`src/rtl/dkc_pkg.sv`:
```
package dkc_pkg;
  localparam int KEY_UP   = 0;
  localparam int KEY_DN   = 1;
  localparam int NUM_KEYS = 2;
endpackage

```
`src/rtl/dkc_sync.sv`:
```
module dkc_sync #(
  parameter int STAGES = 2
) (
  input  logic clk,
  input  logic rst,
  input  logic din,
  output logic dout
);
  logic [STAGES-1:0] chain_q;

  always_ff @(posedge clk) begin
    if (rst) chain_q <= '0;
    else     chain_q <= {chain_q[STAGES-2:0], din};
  end

  assign dout = chain_q[STAGES-1];
endmodule

```
`src/rtl/dkc_debounce.sv`:
```
module dkc_debounce #(
  parameter int STABLE_CYCLES = 16
) (
  input  logic clk,
  input  logic rst,
  input  logic level_in,
  output logic press_evt
);
  localparam int RUN_W = $clog2(STABLE_CYCLES + 1);
  localparam logic [RUN_W-1:0] RUN_LAST = RUN_W'(STABLE_CYCLES - 1);

  logic             held_q;
  logic [RUN_W-1:0] run_q;
  logic             evt_q;

  always_ff @(posedge clk) begin
    if (rst) begin
      held_q <= 1'b0;
      run_q  <= '0;
      evt_q  <= 1'b0;
    end else begin
      evt_q <= 1'b0;
      if (level_in == held_q) begin
        run_q <= '0;
      end else if (run_q == RUN_LAST) begin
        held_q <= level_in;
        run_q  <= '0;
        evt_q  <= level_in;
      end else begin
        run_q <= run_q + 1'b1;
      end
    end
  end

  assign press_evt = evt_q;
endmodule

```
`src/rtl/dkc_count_core.sv`:
```
module dkc_count_core #(
  parameter int CNT_W   = 9,
  parameter int UP_TURN = 399,
  parameter int DN_TURN = 200
) (
  input  logic             clk,
  input  logic             rst,
  input  logic             up_evt,
  input  logic             dn_evt,
  output logic [CNT_W-1:0] count
);
  localparam logic [CNT_W-1:0] UP_EDGE = CNT_W'(UP_TURN);
  localparam logic [CNT_W-1:0] DN_EDGE = CNT_W'(DN_TURN);

  logic [CNT_W-1:0] cnt_q;

  always_ff @(posedge clk) begin
    if (rst) begin
      cnt_q <= '0;
    end else begin
      unique case ({up_evt, dn_evt})
        2'b10:   cnt_q <= (cnt_q > UP_EDGE) ? cnt_q - 1'b1 : cnt_q + 1'b1;
        2'b01:   cnt_q <= (cnt_q < DN_EDGE) ? cnt_q + 1'b1 : cnt_q - 1'b1;
        default: cnt_q <= cnt_q;
      endcase
    end
  end

  assign count = cnt_q;
endmodule

```
`src/rtl/dual_key_counter.sv`:
```
module dual_key_counter #(
  parameter int CNT_W         = 9,
  parameter int SYNC_STAGES   = 2,
  parameter int STABLE_CYCLES = 50000,
  parameter int UP_TURN       = 399,
  parameter int DN_TURN       = 200
) (
  input  logic             clk,
  input  logic             rst,
  input  logic             key_up_raw,
  input  logic             key_dn_raw,
  output logic [CNT_W-1:0] count
);
  import dkc_pkg::*;

  logic [NUM_KEYS-1:0] raw_keys;
  logic [NUM_KEYS-1:0] synced_keys;
  logic [NUM_KEYS-1:0] press;
  logic                up_evt;
  logic                dn_evt;

  always_comb begin
    raw_keys         = '0;
    raw_keys[KEY_UP] = key_up_raw;
    raw_keys[KEY_DN] = key_dn_raw;
  end

  for (genvar k = 0; k < NUM_KEYS; k++) begin : g_key
    dkc_sync #(.STAGES(SYNC_STAGES)) sync_i (
      .clk (clk),
      .rst (rst),
      .din (raw_keys[k]),
      .dout(synced_keys[k])
    );
    dkc_debounce #(.STABLE_CYCLES(STABLE_CYCLES)) deb_i (
      .clk      (clk),
      .rst      (rst),
      .level_in (synced_keys[k]),
      .press_evt(press[k])
    );
  end

  assign up_evt = press[KEY_UP];
  assign dn_evt = press[KEY_DN];

  dkc_count_core #(
    .CNT_W  (CNT_W),
    .UP_TURN(UP_TURN),
    .DN_TURN(DN_TURN)
  ) core_i (
    .clk   (clk),
    .rst   (rst),
    .up_evt(up_evt),
    .dn_evt(dn_evt),
    .count (count)
  );
endmodule

```
`config.mk`:
```
export PLATFORM = sky130hd
export DESIGN_NAME = dual_key_counter
export DESIGN_NICKNAME = d
export VERILOG_FILES = /design/src/rtl/dkc_pkg.sv /design/src/rtl/dkc_sync.sv /design/src/rtl/dkc_debounce.sv /design/src/rtl/dkc_count_core.sv /design/src/rtl/dual_key_counter.sv
export SDC_FILE = /design/constraint.sdc
export NUM_CORES = 1
export LEC_CHECK = 0
export ABC_CLOCK_PERIOD_IN_PS = 1800
export BUFFER_PORTS_ARGS = -buffer_cell sky130_fd_sc_hd__buf_2
export CORE_ASPECT_RATIO = 0.75
export CORE_UTILIZATION = 25
export CTS_CLUSTER_DIAMETER = 150
export DETAILED_ROUTE_END_ITERATION = 7
export HOLD_SLACK_MARGIN = 0.02
export PLACE_DENSITY = 0.44
export SYNTH_ARGS = -nofsm -noshare
export SYNTH_HDL_FRONTEND = slang
export SYNTH_SLANG_ARGS = --single-unit
```
`constraint.sdc`:
```
create_clock -name clk -period 1.8 [get_ports clk]
set_input_delay 0.36 -clock clk [delete_from_list [all_inputs] [get_ports clk]]
set_output_delay 0.36 -clock clk [all_outputs]
set_load 0.005 [all_outputs]
```
Word-level counts from Yosys, hierarchy flattened
Cells that the tools add are included.
{ "word_totals": {"in_bits": 4, "wordCells": 35, "reg_bits": 49} }
{ "classes": {"n_eq_ne": 6, "n_mux": 3, "bitwise_logic": 4, "addsub": 4, "reduce_logical": 7, "order_cmp": 2} }
{ "op_table": {"columns": ["op", "n"], "rows": [
  ["adder 16 x 1 -> 16 bit (second input constant)", 2],
  ["== test 16 bit (second input constant)", 2],
  ["2-to-1 mux 9 bit", 2],
  ["case mux 9 bit (2 select lines)", 1],
  ["OR reduction 3 bit", 4],
  ["adder 9 x 1 -> 9 bit (second input constant)", 1],
  ["greater-than comparator 9 bit (second input constant)", 1],
  ["less-than comparator 9 x 8 -> 1 bit (second input constant)", 1],
  ["subtractor 9 x 1 -> 9 bit (second input constant)", 1],
  ["inverter 1 bit", 4],
  ["AND reduction 2 bit", 2],
  ["== test 1 bit", 2],
  ["== test 2 x 1 -> 1 bit (second input constant)", 1],
  ["== test 2 bit (second input constant)", 1],
  ["nonzero test 2 bit", 1]
]} }

Depth between registers and ports, before layout
Gate-level depths: netlist of the first run.
{ "logic_depth": {"ltp_word": 3, "mapped_depth": 8, "depth_no_buf": 7} }

Modules after synthesis
From an unflattened synthesis of the first run, not the netlist that was laid out.
{ "hier_totals": {"hier_cells": 264, "hier_area_um2": 2478.6} }
{ "by_module_without_submodules": {"columns": ["mod", "area_per_inst_um2", "instances", "cells_each"], "rows": [
  ["dkc_debounce", 863.3, 2, 90],
  ["dkc_count_core", 646.9, 1, 76],
  ["dkc_sync", 52.6, 2, 4]
]} }

Least setup slack after synthesis of the first run
Ideal clock, no wire load.
{ "synth_path": {"path_kind": "reg-to-reg", "start": "reg core_i.cnt_q[0], in the netlist core_i.count[0]", "end": "reg core_i.cnt_q[2], in the netlist core_i.count[2]", "path_buffers": 0, "setup_slack_ns": -0.248, "arrival_ns": 1.927, "setup_ns": 0.121, "path_stages_with_launch": 7, "path_cell_list": "dfxtp_1 > ha_1 > and4b_1 > a21o_2 > mux2_4 > a22oi_1 > mux2_2"} }
{ "synth_via": {"elab_chain_cells": 3, "elab_cells_between_ends": 7} }
{ "synth_rtl": {"columns": ["element", "line", "rtl"], "rows": [
  ["from (decl)", "dkc_count_core.sv:15", "logic [CNT_W-1:0] cnt_q;"],
  ["from (signal assigned)", "dkc_count_core.sv:22", "2'b10: cnt_q <= (cnt_q > UP_EDGE) ? cnt_q - 1'b1 : cnt_q + 1'b1;"],
  ["from (signal assigned)", "dkc_count_core.sv:23", "2'b01: cnt_q <= (cnt_q < DN_EDGE) ? cnt_q + 1'b1 : cnt_q - 1'b1;"],
  ["from (signal assigned)", "dkc_count_core.sv:24", "default: cnt_q <= cnt_q;"],
  ["subtractor 9 x 1 -> 9 bit, or another cell as far along", "dkc_count_core.sv:22, dkc_count_core.sv:23", null],
  ["2-to-1 mux 9 bit, on equally long branches", "dkc_count_core.sv:23, dkc_count_core.sv:22", null],
  ["case mux 9 bit (2 select lines) (*)", "dkc_count_core.sv:21", "unique case ({up_evt, dn_evt})"]
]} }
Mark *: on every way between the ends. The rest lies on a longest branch, timed or not.
A chain may end at the register's enable or synchronous reset.

Worst setup path after layout of the first run
{ "layout_path": {"start": "reg core_i.cnt_q[1], in the netlist core_i.count[1]", "end": "reg core_i.cnt_q[8], in the netlist core_i.count[8]"} }
The elaborated chain is that of the path after synthesis.

==> reports/qor.txt, run 1 <==
Status: complete, but fails checks
Failing checks: negative setup slack
Wl on met1: 3120 um
P&R area growth vs syn: 36.7%
# rows: 30
Starting density of the core: 26.0%
Achievable frequency: 522 MHz
First-pass GRT wire length: 8970 um
Clock root cell: clkbuf_16
Area leader, netlist: dfxtp_1
WL met2: 2150 um
RD Place Congestion: 0.802
Antenna diode count: 0
Layout cells sized above 1: 31.0%
Clock skew: 0.00575 ns
Final Hold Viols: 0
Complex-gate fraction of the synthesized area: 6.90%
Cells after Synth: 270
Die Ht: 86.4 um
Post-synth EDFFs: 0
DRT iter0 DRCs: 87
Global route overflow: 0
H-Tree Depth: 2
Total number of vias: 1,984
Synth cell count leaders: nor2_1 (53), dfxtp_1 (49), nand2_1 (16), xnor2_1 (16), xor2_1 (16)
End of the critical path: core_i.count[8]$_SDFFE_PP0P_
Dpl cell area: 2940 sq um
Top Family by Delay on Critical Path: simple AND/OR/NAND/NOR gates
ANT nets after route: 0
Worst-path fanout max: 4
Netlist Area Pre-Place: 2370 sq um
Filler cell count: 959
Largest family of logic cells by synthesized area: simple AND/OR/NAND/NOR gates
CTS tree: done
Register area share after synthesis: 41.3%
Met3 Wirelength: 244 um
Critical Path Start Type: register
Hpwl dp: 4000 um
Post-synthesis mux area share: 4.21%
Synth Area in Simple Gates: 30.9%
Synth cell types: 47
Critical path's slowest cell: or4b_1
Largest net degree at the start of global routing: 16
Post-route setup slack: -0.115 ns
Clock latency on the worst-skew pair: 0.29 ns
Synth top area cells: dfxtp_1 (41%), nor2_1 (8.4%), xnor2_1 (5.9%)
Fin area: 3250 sq um
Crit path cell chain: ha_4 > and4b_2 > buf_6 > a211oi_4 > nor2_2 > or4b_1 > a21oi_1
Synth Flop Type: dfxtp_1
Data required, critical path: 2.03 ns
Layout Nets: 337
Syn nets: 279
Synth warn: 0
Worst slew margin: 71.6%
Most common cell in the netlist: nor2_1
Crit path largest cell delay: 0.50 ns
Top-Level Pins: 13
Clock slew at reported path FFs: 0.07 ns
Worst Tran Pin Value: 0.423 ns
XOR/XNOR Fraction of Synth Area: 11.8%
Port bufs: 12
Tmin final: 1.91 ns
Core area: 9120 sq um
Sink Count: 49
Critical path class: register to register
Hold Worst Slack: 0.300 ns
CP bufs+invs: 1
Initial DRT Pass Iterations: 4
Full die area: 9900 sq um
FF-to-FF End: core_i.count[8]$_SDFFE_PP0P_
Async S/R FF share, synth: 0%
Synth Area in Adders: 2.63%
Leakage: 1.26 nW
Register Area: 997 sq um
Number of global-route vias before repair: 1,766
Tcrit/Tclk final: 106%
Max Slew Vio Count: 0
Total Routing Usage GR: 12.0%
Critical path endpoint category: register
Multi-input gate area: 1460 sq um
Vias/cell: 4.34
Routed len/inst: 12.2 um
Stages on the worst setup path: 7
DRC viols: 0
Worst vdd ir: 0.329 mV
Hold Buf Count CTS: 0
Flop2flop setup slack: -0.11 ns
Util after Layout: 35.6%
RSZ-0062 raised after global routing: true
CP arrival: 2.14 ns
Flip-flop and latch count after synthesis: 49
Die width: 115 um
Total clock buffers created by CTS: 5
Avg Cell Area, Syn: 8.80 sq um
Worst Reg-to-Reg Cells: 7
Clock Tree Buf Depth: 2
Reg-to-reg startpoint: core_i.count[1]$_SDFFE_PP0P_
Initial antenna violation count: 0
Pwr Density: 661 nW/um^2
WL final: 5600 um
Maxcap violations: 0
Setup-failing EPs final: 3
Synth top area share: 41.3%
Top layer in use: met4
Worst hold path type: input port to register
CP startpoint: core_i.count[1]$_SDFFE_PP0P_
==> layout by cell type, fill, tap and decap left out, drive strengths merged, types with 8 or more instances in the layout <==
master	netlist	layout
nor2	54	54
buf	2	59
xor2	16	16
nor2b	10	10
xnor2	16	16
nand2	16	16
nand3	14	14
nor3	11	11
nand4	8	8
dfxtp	49	49
==> cell families after synthesis <==
| family | count (synthesis) |
|---|---|
| xor+xnor | 32 |
| mux | 9 |
| simple gates | 143 |
| compound gates | 19 |
| buf+inv | 13 |
| fa+ha+maj | 5 |
| flops | 49 |
==> repair_timing <==
action                                  CTS  global route
setup buffers                             4             2
endpoints found under the setup margin    4            23
pin swaps                                 2            10
resized for setup                         3            21
==> through the flow <==
step	setup WS (ns)	TNS [ns]	power [mW]	std cells
after floorplan	-0.0722	-0.0722	1.13	270
after global routing	-0.182	-0.537	2.24	457
after CTS	-0.0786	-0.176	2.19	455
final	-0.115	-0.314	2.14	457
after detailed placement	-0.108	-0.254	1.15	443
after global placement	-0.0857	-0.131	1.15	443
==> per-layer routing <==
layer / track usage, % / up-vias
met5: 0 / -
met4: 4.96 / 0
met3: 3.29 / 5
met2: 16.6 / 28
met1: 17.2 / 903
li1: - / 1048
==> state kept, by name, indices dropped and copies added, names as in the netlist <==
register / cells
g_key.deb_i.press_evt: 2
g_key.sync_i.chain_q: 4
g_key.deb_i.run_q: 32
core_i.count: 9
g_key.deb_i.held_q: 2
==> worst reg2reg max path: cells and delay by family (launching register included) <==
family,cells,cell delay [ns]
AND/OR/NAND/NOR,3,0.84
adder cells (fa/ha/maj),1,0.13
AO/OA/AOI/OAI,2,0.39
flip-flops,1,0.37
buffers and inverters,1,0.13
==> how the worst min path moves through the flow <==
stage	to	start	cells past startpoint	slack (ns)
after floorplan	g_key[0].sync_i.chain_q[1]$_SDFF_PP0_	g_key[0].sync_i.chain_q[0]$_SDFF_PP0_	1	0.41
after global placement	g_key[1].sync_i.chain_q[1]$_SDFF_PP0_	g_key[1].sync_i.chain_q[0]$_SDFF_PP0_	1	0.43
after detailed placement	g_key[1].sync_i.chain_q[1]$_SDFF_PP0_	g_key[1].sync_i.chain_q[0]$_SDFF_PP0_	1	0.44
after CTS	g_key[0].sync_i.chain_q[0]$_SDFF_PP0_	key_up_raw	2	0.30
after global routing	g_key[0].sync_i.chain_q[0]$_SDFF_PP0_	key_up_raw	2	0.33
final	g_key[0].sync_i.chain_q[0]$_SDFF_PP0_	key_up_raw	2	0.30
==> area by class of cell <==
| class | count | share of cell area [%] |
|---|---|---|
| multi-input cells | 208 | 44.9 |
| flip-flops and latches | 49 | 30.7 |
| repair buffers | 59 | 13.8 |
| well taps | 128 | 4.93 |
| clock buffers | 7 | 4.70 |
| inverters | 5 | 0.578 |
| clock inverters | 1 | 0.270 |
==> where the power goes <==
| part | switching [mW] | internal [mW] |
|---|---|---|
| Sequential | 0.00319 | 1.08 |
| Clock | 0.430 | 0.597 |
| Combinational | 0.0190 | 0.0130 |
| Total | 0.452 | 1.69 |
Power figures use the tool's default switching activity.
==> run 2, diff against run 1 <==
ABC_AREA = 1   (was unset)
==> run 2 against run 1 <==
Against the previous run:
- the run now ends clean
- clock skew up 0.00091 ns
- worst hold slack worse by 0.030 ns
- combinational power increased by 8.1%
- via count grew 12%
- clock power fell by 9%
- critical path depth increased by 1
- non-clock buffer count shrank 41
==> reports/qor.txt, run 2 <==
Status: finished, final reports clean
Clock latency on the worst-skew pair: 0.29 ns (about the same)
Largest net degree at the start of global routing: 17 (+1)
Flop2flop setup slack: 0.22 ns (+0.34 ns)
Synth cell types: 35 (-26%)
Util after Layout: 29.1% (-6.4 points)
FF-to-FF End: g_key[1].deb_i.run_q[14]$_SDFF_PP0_
Synth top area share: 37.2% (-4.1 points)
P&R area growth vs syn: 13.7%
WL final: 5610 um (+0.18%)
Cell mode on critical path: nor2_2
CP bufs+invs: 1 (unchanged)
CP arrival: 1.75 ns (-0.39 ns)
Layout Nets: 399 (+18%)
Setup-failing EPs final: 0 (-3)
H-Tree Depth: 2 (unchanged)
Number of global-route vias before repair: 2,116 (+20%)
Port bufs: 12 (unchanged)
Stages on the worst setup path: 8 (+1)
Clock Tree Buf Depth: 2 (unchanged)
Antenna diode count: 0 (unchanged)
Total clock buffers created by CTS: 5 (unchanged)
Final Hold Viols: 0 (unchanged)
Sink Count: 49 (unchanged)
Worst vdd ir: 0.380 mV (+16%)
Synth warn: 0 (unchanged)
Most frequent cells in the layout: nand2_1 (81), inv_1 (48), nor2_1 (48), dfxtp_1 (48), a21oi_1 (27)
Area leader, netlist: dfxtp_1
Post-synth EDFFs: 0 (unchanged)
DRT iter0 DRCs: 114 (+31%)
Filler cell count: 1,122 (+17%)
Most common cell after layout, fill and taps aside: nand2_1
Netlist Area Pre-Place: 2640 sq um (+11%)
Most flops, register: g_key.deb_i.run_q
Register area share after synthesis: 37.2% (-4.1 points)
Routed len/inst: 10.7 um (-13%)
Flip-flop and latch count after synthesis: 49 (unchanged)
Cells after Synth: 373 (+38%)
Crit path cell chain: ha_1 > nand2_1 > nor2_2 > inv_2 > nor2_2 > nand3_2 > nand3_4 > nor3_1
RSZ-0062 raised after global routing: false
Tmin final: 1.58 ns (-0.337 ns)
Global route overflow: 0 (unchanged)
Total Routing Usage GR: 11.5% (-0.48 points)
DRC viols: 0 (unchanged)
Die width: 121 um (+5.3%)
Setup TNS: 0 ns (+0.314 ns)
Setup Buffers After CTS: 0 (-4)
Worst Reg-to-Reg Cells: 8 (+1)
Synth cell count leaders: nand2_1 (83), dfxtp_1 (49), inv_1 (48), nor2_1 (48), a21oi_1 (27)
Leakage: 1.14 nW (-9.0%)
CTS tree: done
Hold Buf Count CTS: 0 (unchanged)
Starting density of the core: 25.6% (-0.40 points)
Reg-to-reg startpoint: g_key[1].deb_i.run_q[1]$_SDFF_PP0_
Pwr Density: 689 nW/um^2 (+4.3%)
Worst-path fanout max: 16 (+12)
Initial antenna violation count: 0 (unchanged)
Total number of vias: 2,224 (+12%)
Clock root cell: clkbuf_16
Synth Flop Type: dfxtp_1
First-pass GRT wire length: 10,100 um (+12%)
Syn nets: 382 (+37%)
Worst slew margin: 72.5% (+0.93 points)
Crit path largest cell delay: 0.36 ns (-0.14 ns)
# rows: 32 (+6.7%)
Most common cell in the netlist: nand2_1
Core area: 10,300 sq um (+13%)
Vias/cell: 4.23 (-2.6%)
ANT nets after route: 0 (unchanged)
Max reg flops: 32 (unchanged)
Synth top area cells: dfxtp_1 (37%), nand2_1 (12%), inv_1 (6.8%)
Hpwl dp: 4150 um (+3.7%)
Critical path's slowest cell: dfxtp_1
Tcrit/Tclk final: 87.7% (-19 points)
Initial DRT Pass Iterations: 4 (unchanged)
CP startpoint: g_key[1].deb_i.run_q[1]$_SDFF_PP0_
Critical Path Start Type: register
Worst hold path type: input port to register
Clock slew at reported path FFs: 0.07 ns (about the same)
End of the critical path: g_key[1].deb_i.run_q[14]$_SDFF_PP0_
Full die area: 11,000 sq um (+11%)
RD Place Congestion: 0.790 (-1.6%)
Worst Tran Pin Value: 0.412 ns (-0.0111 ns)
Clock skew: 0.00666 ns (+0.000910 ns)
Top-Level Pins: 13 (unchanged)
Critical path endpoint category: register
Top Family by Delay on Critical Path: simple AND/OR/NAND/NOR gates
Async S/R FF share, synth: 0% (unchanged)
Die Ht: 91.0 um (+5.3%)
Max Slew Vio Count: 0 (unchanged)
Layout cells sized above 1: 12.8% (-18 points)
Maxcap violations: 0 (unchanged)
Data required, critical path: 1.97 ns (-0.06 ns)
Critical path class: register to register
Achievable frequency: 634 MHz (+21%)
Avg Cell Area, Syn: 7.07 sq um (-20%)
## run 2: cell count changes after synthesis, moves of 4 or more
cell	previous run	this run
a21oi_1	3	27
and3_1	7	1
inv_1	5	48
mux2_2	4	0
mux2i_1	4	0
nand2_1	16	83
nand3_1	14	23
nor2_1	53	48
nor2_2	1	5
nor2_4	0	4
nor2b_1	10	0
o21ai_0	2	11
xnor2_1	16	5
## run 2: logic make-up after synthesis
group	share of synthesized area, %
DFF	37.2
adders and majority gates	2.37
and+or+nand+nor	36.1
AOI/OAI and AO/OA	8.16
buffers and inverters	9.49
xor gates and xnor gates	6.64
## run 2: area by class of cell
type,count,area (sq um),area share [%]
Clock buffer,5,125,4.17
Clock inverter,2,16.3,0.542
Inverter,49,184,6.13
Multi-Input combinational cell,267,1420,47.2
Sequential cell,49,982,32.7
Tap cell,136,170,5.67
Timing Repair Buffer,18,105,3.50
## run 2: worst min-delay path by stage
stage	startpoint	endpoint	slack [ns]	cells after the start
floorplan	g_key[0].sync_i.chain_q[0]$_SDFF_PP0_	g_key[0].sync_i.chain_q[1]$_SDFF_PP0_	0.39	2
global placement	g_key[1].sync_i.chain_q[0]$_SDFF_PP0_	g_key[1].sync_i.chain_q[1]$_SDFF_PP0_	0.40	2
detailed placement	g_key[1].sync_i.chain_q[0]$_SDFF_PP0_	g_key[1].sync_i.chain_q[1]$_SDFF_PP0_	0.40	2
CTS	key_dn_raw	g_key[1].sync_i.chain_q[0]$_SDFF_PP0_	0.26	3
global route	key_up_raw	g_key[0].sync_i.chain_q[0]$_SDFF_PP0_	0.29	3
finish	key_dn_raw	g_key[1].sync_i.chain_q[0]$_SDFF_PP0_	0.27	3
## run 2: routing by layer
| metal | wire length, um | track usage (%) | part of all wire [%] |
|---|---|---|---|
| met5 | 0 | 0 | 0 |
| met4 | 71 | 4.63 | 1.3 |
| met3 | 201 | 2.32 | 3.6 |
| met2 | 2010 | 16.0 | 36 |
| met1 | 3320 | 16.9 | 59 |
## run 2: what timing repair did
item,CTS,global route
endpoints found under the setup margin,0,19
resized for setup,0,4
hold endpoints to repair,0,0
## run 2: power breakdown
part           internal, mW  switching (mW)  total, mW
clock network         0.511           0.429      0.940
registers              1.09         0.00312       1.09
logic                0.0127          0.0219     0.0347
total                  1.61           0.454       2.07
## run 2: per-stage QoR
stage	area, sq um	std cells	worst slack [ns]	total power, mW	hold WS, ns
global placement	2850	519	0.191	1.15	0.399
CTS	2990	526	0.111	2.11	0.259
detailed placement	2850	519	0.132	1.15	0.399
global route	3000	526	0.0257	2.16	0.287
floorplan	2640	373	0.337	1.14	0.388
finish	3000	526	0.222	2.07	0.270
## run 2: tightest hold or removal path, stage by stage
cell,delay [ns]
buf_2,0.07
inv_1,0.03
nor2_1,0.07
==> run 3, diff against run 2 <==
CORE_UTILIZATION = 55   (was 25)
PLACE_DENSITY = 0.79   (was 0.44)
==> run 3 against run 2 <==
Against the previous run:
- routed wire length decreased by 8.2%
- critical path depth decreased by 1
- design area decreased by 5.7%
- count of clock-buffer cells in the layout increased by 2
- sequential share of layout area increased by 1.9 points
- worst hold slack got worse by 0.0037 ns
- worst setup slack got worse by 0.092 ns
- largest power group unchanged
==> reports/qor.txt, run 3 (synthesis gave the netlist of run 2 again) <==
RSZ-0062 raised after global routing: false
Total Routing Usage GR: 21.4% (+9.9 points)
Pwr Density: 651 nW/um^2 (-5.5%)
Critical path class: register to register
Layout Nets: 396 (-0.75%)
Setup-failing EPs final: 0 (unchanged)
P&R area growth vs syn: 7.26%
Critical path endpoint category: register
Worst vdd ir: 0.471 mV (+24%)
Setup TNS: 0 ns (unchanged)
Worst hold path type: input port to register
Most frequent cells in the layout: nand2_1 (82), dfxtp_1 (49), inv_1 (48), nor2_1 (48), a21oi_1 (27)
WL final: 5150 um (-8.2%)
Reg-to-reg startpoint: core_i.count[1]$_SDFFE_PP0P_
Total clock buffers created by CTS: 5 (unchanged)
Crit path largest cell delay: 0.48 ns (+0.12 ns)
Clock root cell: clkbuf_8
Layout cells sized above 1: 11.9% (-0.96 points)
H-Tree Depth: 2 (unchanged)
Worst Reg-to-Reg Cells: 7 (-1)
CP bufs+invs: 0 (-1)
Worst Hold Depth: 3 (unchanged)
FF-to-FF End: core_i.count[6]$_SDFFE_PP0P_
Number of global-route vias before repair: 1,914 (-9.5%)
Tcrit/Tclk final: 92.8% (+5.1 points)
Hpwl dp: 3790 um (-8.6%)
Worst-path fanout max: 7 (-9)
Top Family by Delay on Critical Path: simple AND/OR/NAND/NOR gates
# rows: 21 (-34%)
Routed len/inst: 11.6 um (+8.5%)
Final Hold Viols: 0 (unchanged)
Data required, critical path: 1.99 ns (+0.02 ns)
Initial DRT Pass Iterations: 4 (unchanged)
Flop2flop setup slack: 0.13 ns (-0.09 ns)
Antenna diode count: 0 (unchanged)
Clock Tree Buf Depth: 2 (unchanged)
Critical path's slowest cell: dfxtp_1
Total number of vias: 2,347 (+5.5%)
RD Place Congestion: 0.827 (+4.7%)
CTS tree: done
Global route overflow: 0 (unchanged)
Hold Startpoint: key_dn_raw
Most common cell after layout, fill and taps aside: nand2_1
Max reg flops: 32 (unchanged)
Core area: 4550 sq um (-56%)
Min-Delay Endpoint: g_key[1].sync_i.chain_q[0]$_SDFF_PP0_
Largest net degree at the start of global routing: 17 (unchanged)
Tmin final: 1.67 ns (+0.0917 ns)
Clock latency on the worst-skew pair: 0.31 ns (+0.02 ns)
Crit path cell chain: ha_1 > nand3_1 > nor2_1 > xor2_1 > nand2_1 > o21ai_0 > a21oi_1
Status: finished, final reports clean
Clock slew at reported path FFs: 0.10 ns (+0.03 ns)
Clock skew: 0.0146 ns (+0.00791 ns)
Leakage: 1.11 nW (-2.5%)
Total design power: 1.84 mW (-11%)
DRC viols: 0 (unchanged)
Achievable frequency: 599 MHz (-5.5%)
CP arrival: 1.86 ns (+0.11 ns)
DRT iter0 DRCs: 179 (+57%)
ANT nets after route: 0 (unchanged)
Maxcap violations: 0 (unchanged)
Top-Level Pins: 13 (unchanged)
Post-route setup slack: 0.130 ns (-0.0917 ns)
Worst slew margin: 71.3% (-1.3 points)
CTS resizes: 0 (unchanged)
Hold Buf Count CTS: 0 (unchanged)
Critical Path Start Type: register
Worst Tran Pin Value: 0.430 ns (+0.0189 ns)
Most flops, register: g_key.deb_i.run_q
Die width: 82.0 um (-32%)
Max Slew Vio Count: 0 (unchanged)
Full die area: 5080 sq um (-54%)
Setup Buffers After CTS: 0 (unchanged)
Place WS: 0.135 ns (+0.00227 ns)
Port bufs: 12 (unchanged)
First-pass GRT wire length: 8130 um (-19%)
Die Ht: 62.0 um (-32%)
Starting density of the core: 58.0% (+32 points)
Initial antenna violation count: 0 (unchanged)
Sink Count: 49 (unchanged)
Vias/cell: 5.27 (+25%)
[run 3: changes by cell type in the layout (fill, tap and decap cells not counted)]
cell / previous run / this run
nand2_1: 81 / 82
clkinv_4: 1 / 0
dfxtp_1: 48 / 49
clkinvlp_4: 1 / 0
clkbuf_16: 5 / 0
nand2_4: 2 / 1
clkbuf_8: 0 / 7
clkinv_2: 0 / 1
buf_4: 6 / 3
dfxtp_2: 1 / 0
[run 3: stage by stage]
step	hold slack [ns]	instances	utilization, %	area (sq um)
after global routing	0.277	445	62.2	2830
final	0.266	445	62.2	2830
after global placement	0.394	437	60.0	2730
after CTS	0.263	445	62.2	2830
after floorplan	0.388	373	-	2640
after detailed placement	0.400	437	60.0	2730
[run 3: layer usage]
metal | GRT usage [%] | share of wire (%) | up-vias
met5 | 0 | 0 | -
met4 | 8.27 | 1.2 | 0
met3 | 4.96 | 4.8 | 7
met2 | 35.2 | 44 | 55
met1 | 27.6 | 50 | 1078
li1 | - | - | 1207
[run 3: area by class of cell]
cell class	instances	area (sq um)
fill	433	1720
multi-input combinational	267	1410
sequential	49	981
inverter	49	184
clock buffer	7	96.3
timing repair buffer	15	82.6
tap	57	71.3
clock inverter	1	5.00
[run 3: worst register-to-register path: cells and delay by family, from the launching register on]
kind	cells	cell delay, ns
AOI/OAI and AO/OA	2	0.15
xor gates and xnor gates	1	0.18
adders and majority gates	1	0.27
DFF	1	0.48
and+or+nand+nor	3	0.48
[run 3: worst max-delay path by stage]
stage | slack, ns | cells past startpoint | endpoint | start
after floorplan | 0.34 | 9 | g_key[1].deb_i.run_q[7]$_SDFF_PP0_ | g_key[1].deb_i.run_q[0]$_SDFF_PP0_
after global placement | 0.18 | 10 | core_i.count[4]$_SDFFE_PP0P_ | core_i.count[1]$_SDFFE_PP0P_
after detailed placement | 0.13 | 10 | core_i.count[3]$_SDFFE_PP0P_ | core_i.count[1]$_SDFFE_PP0P_
after CTS | 0.09 | 10 | core_i.count[3]$_SDFFE_PP0P_ | core_i.count[1]$_SDFFE_PP0P_
after global routing | 0.005 | 10 | core_i.count[4]$_SDFFE_PP0P_ | core_i.count[1]$_SDFFE_PP0P_
final | 0.13 | 7 | core_i.count[6]$_SDFFE_PP0P_ | core_i.count[1]$_SDFFE_PP0P_
[run 3: power by group]
group	switching (mW)	internal, mW
Clock	0.372	0.348
Combinational	0.0199	0.0103
Sequential	0.00342	1.09
Total	0.396	1.45
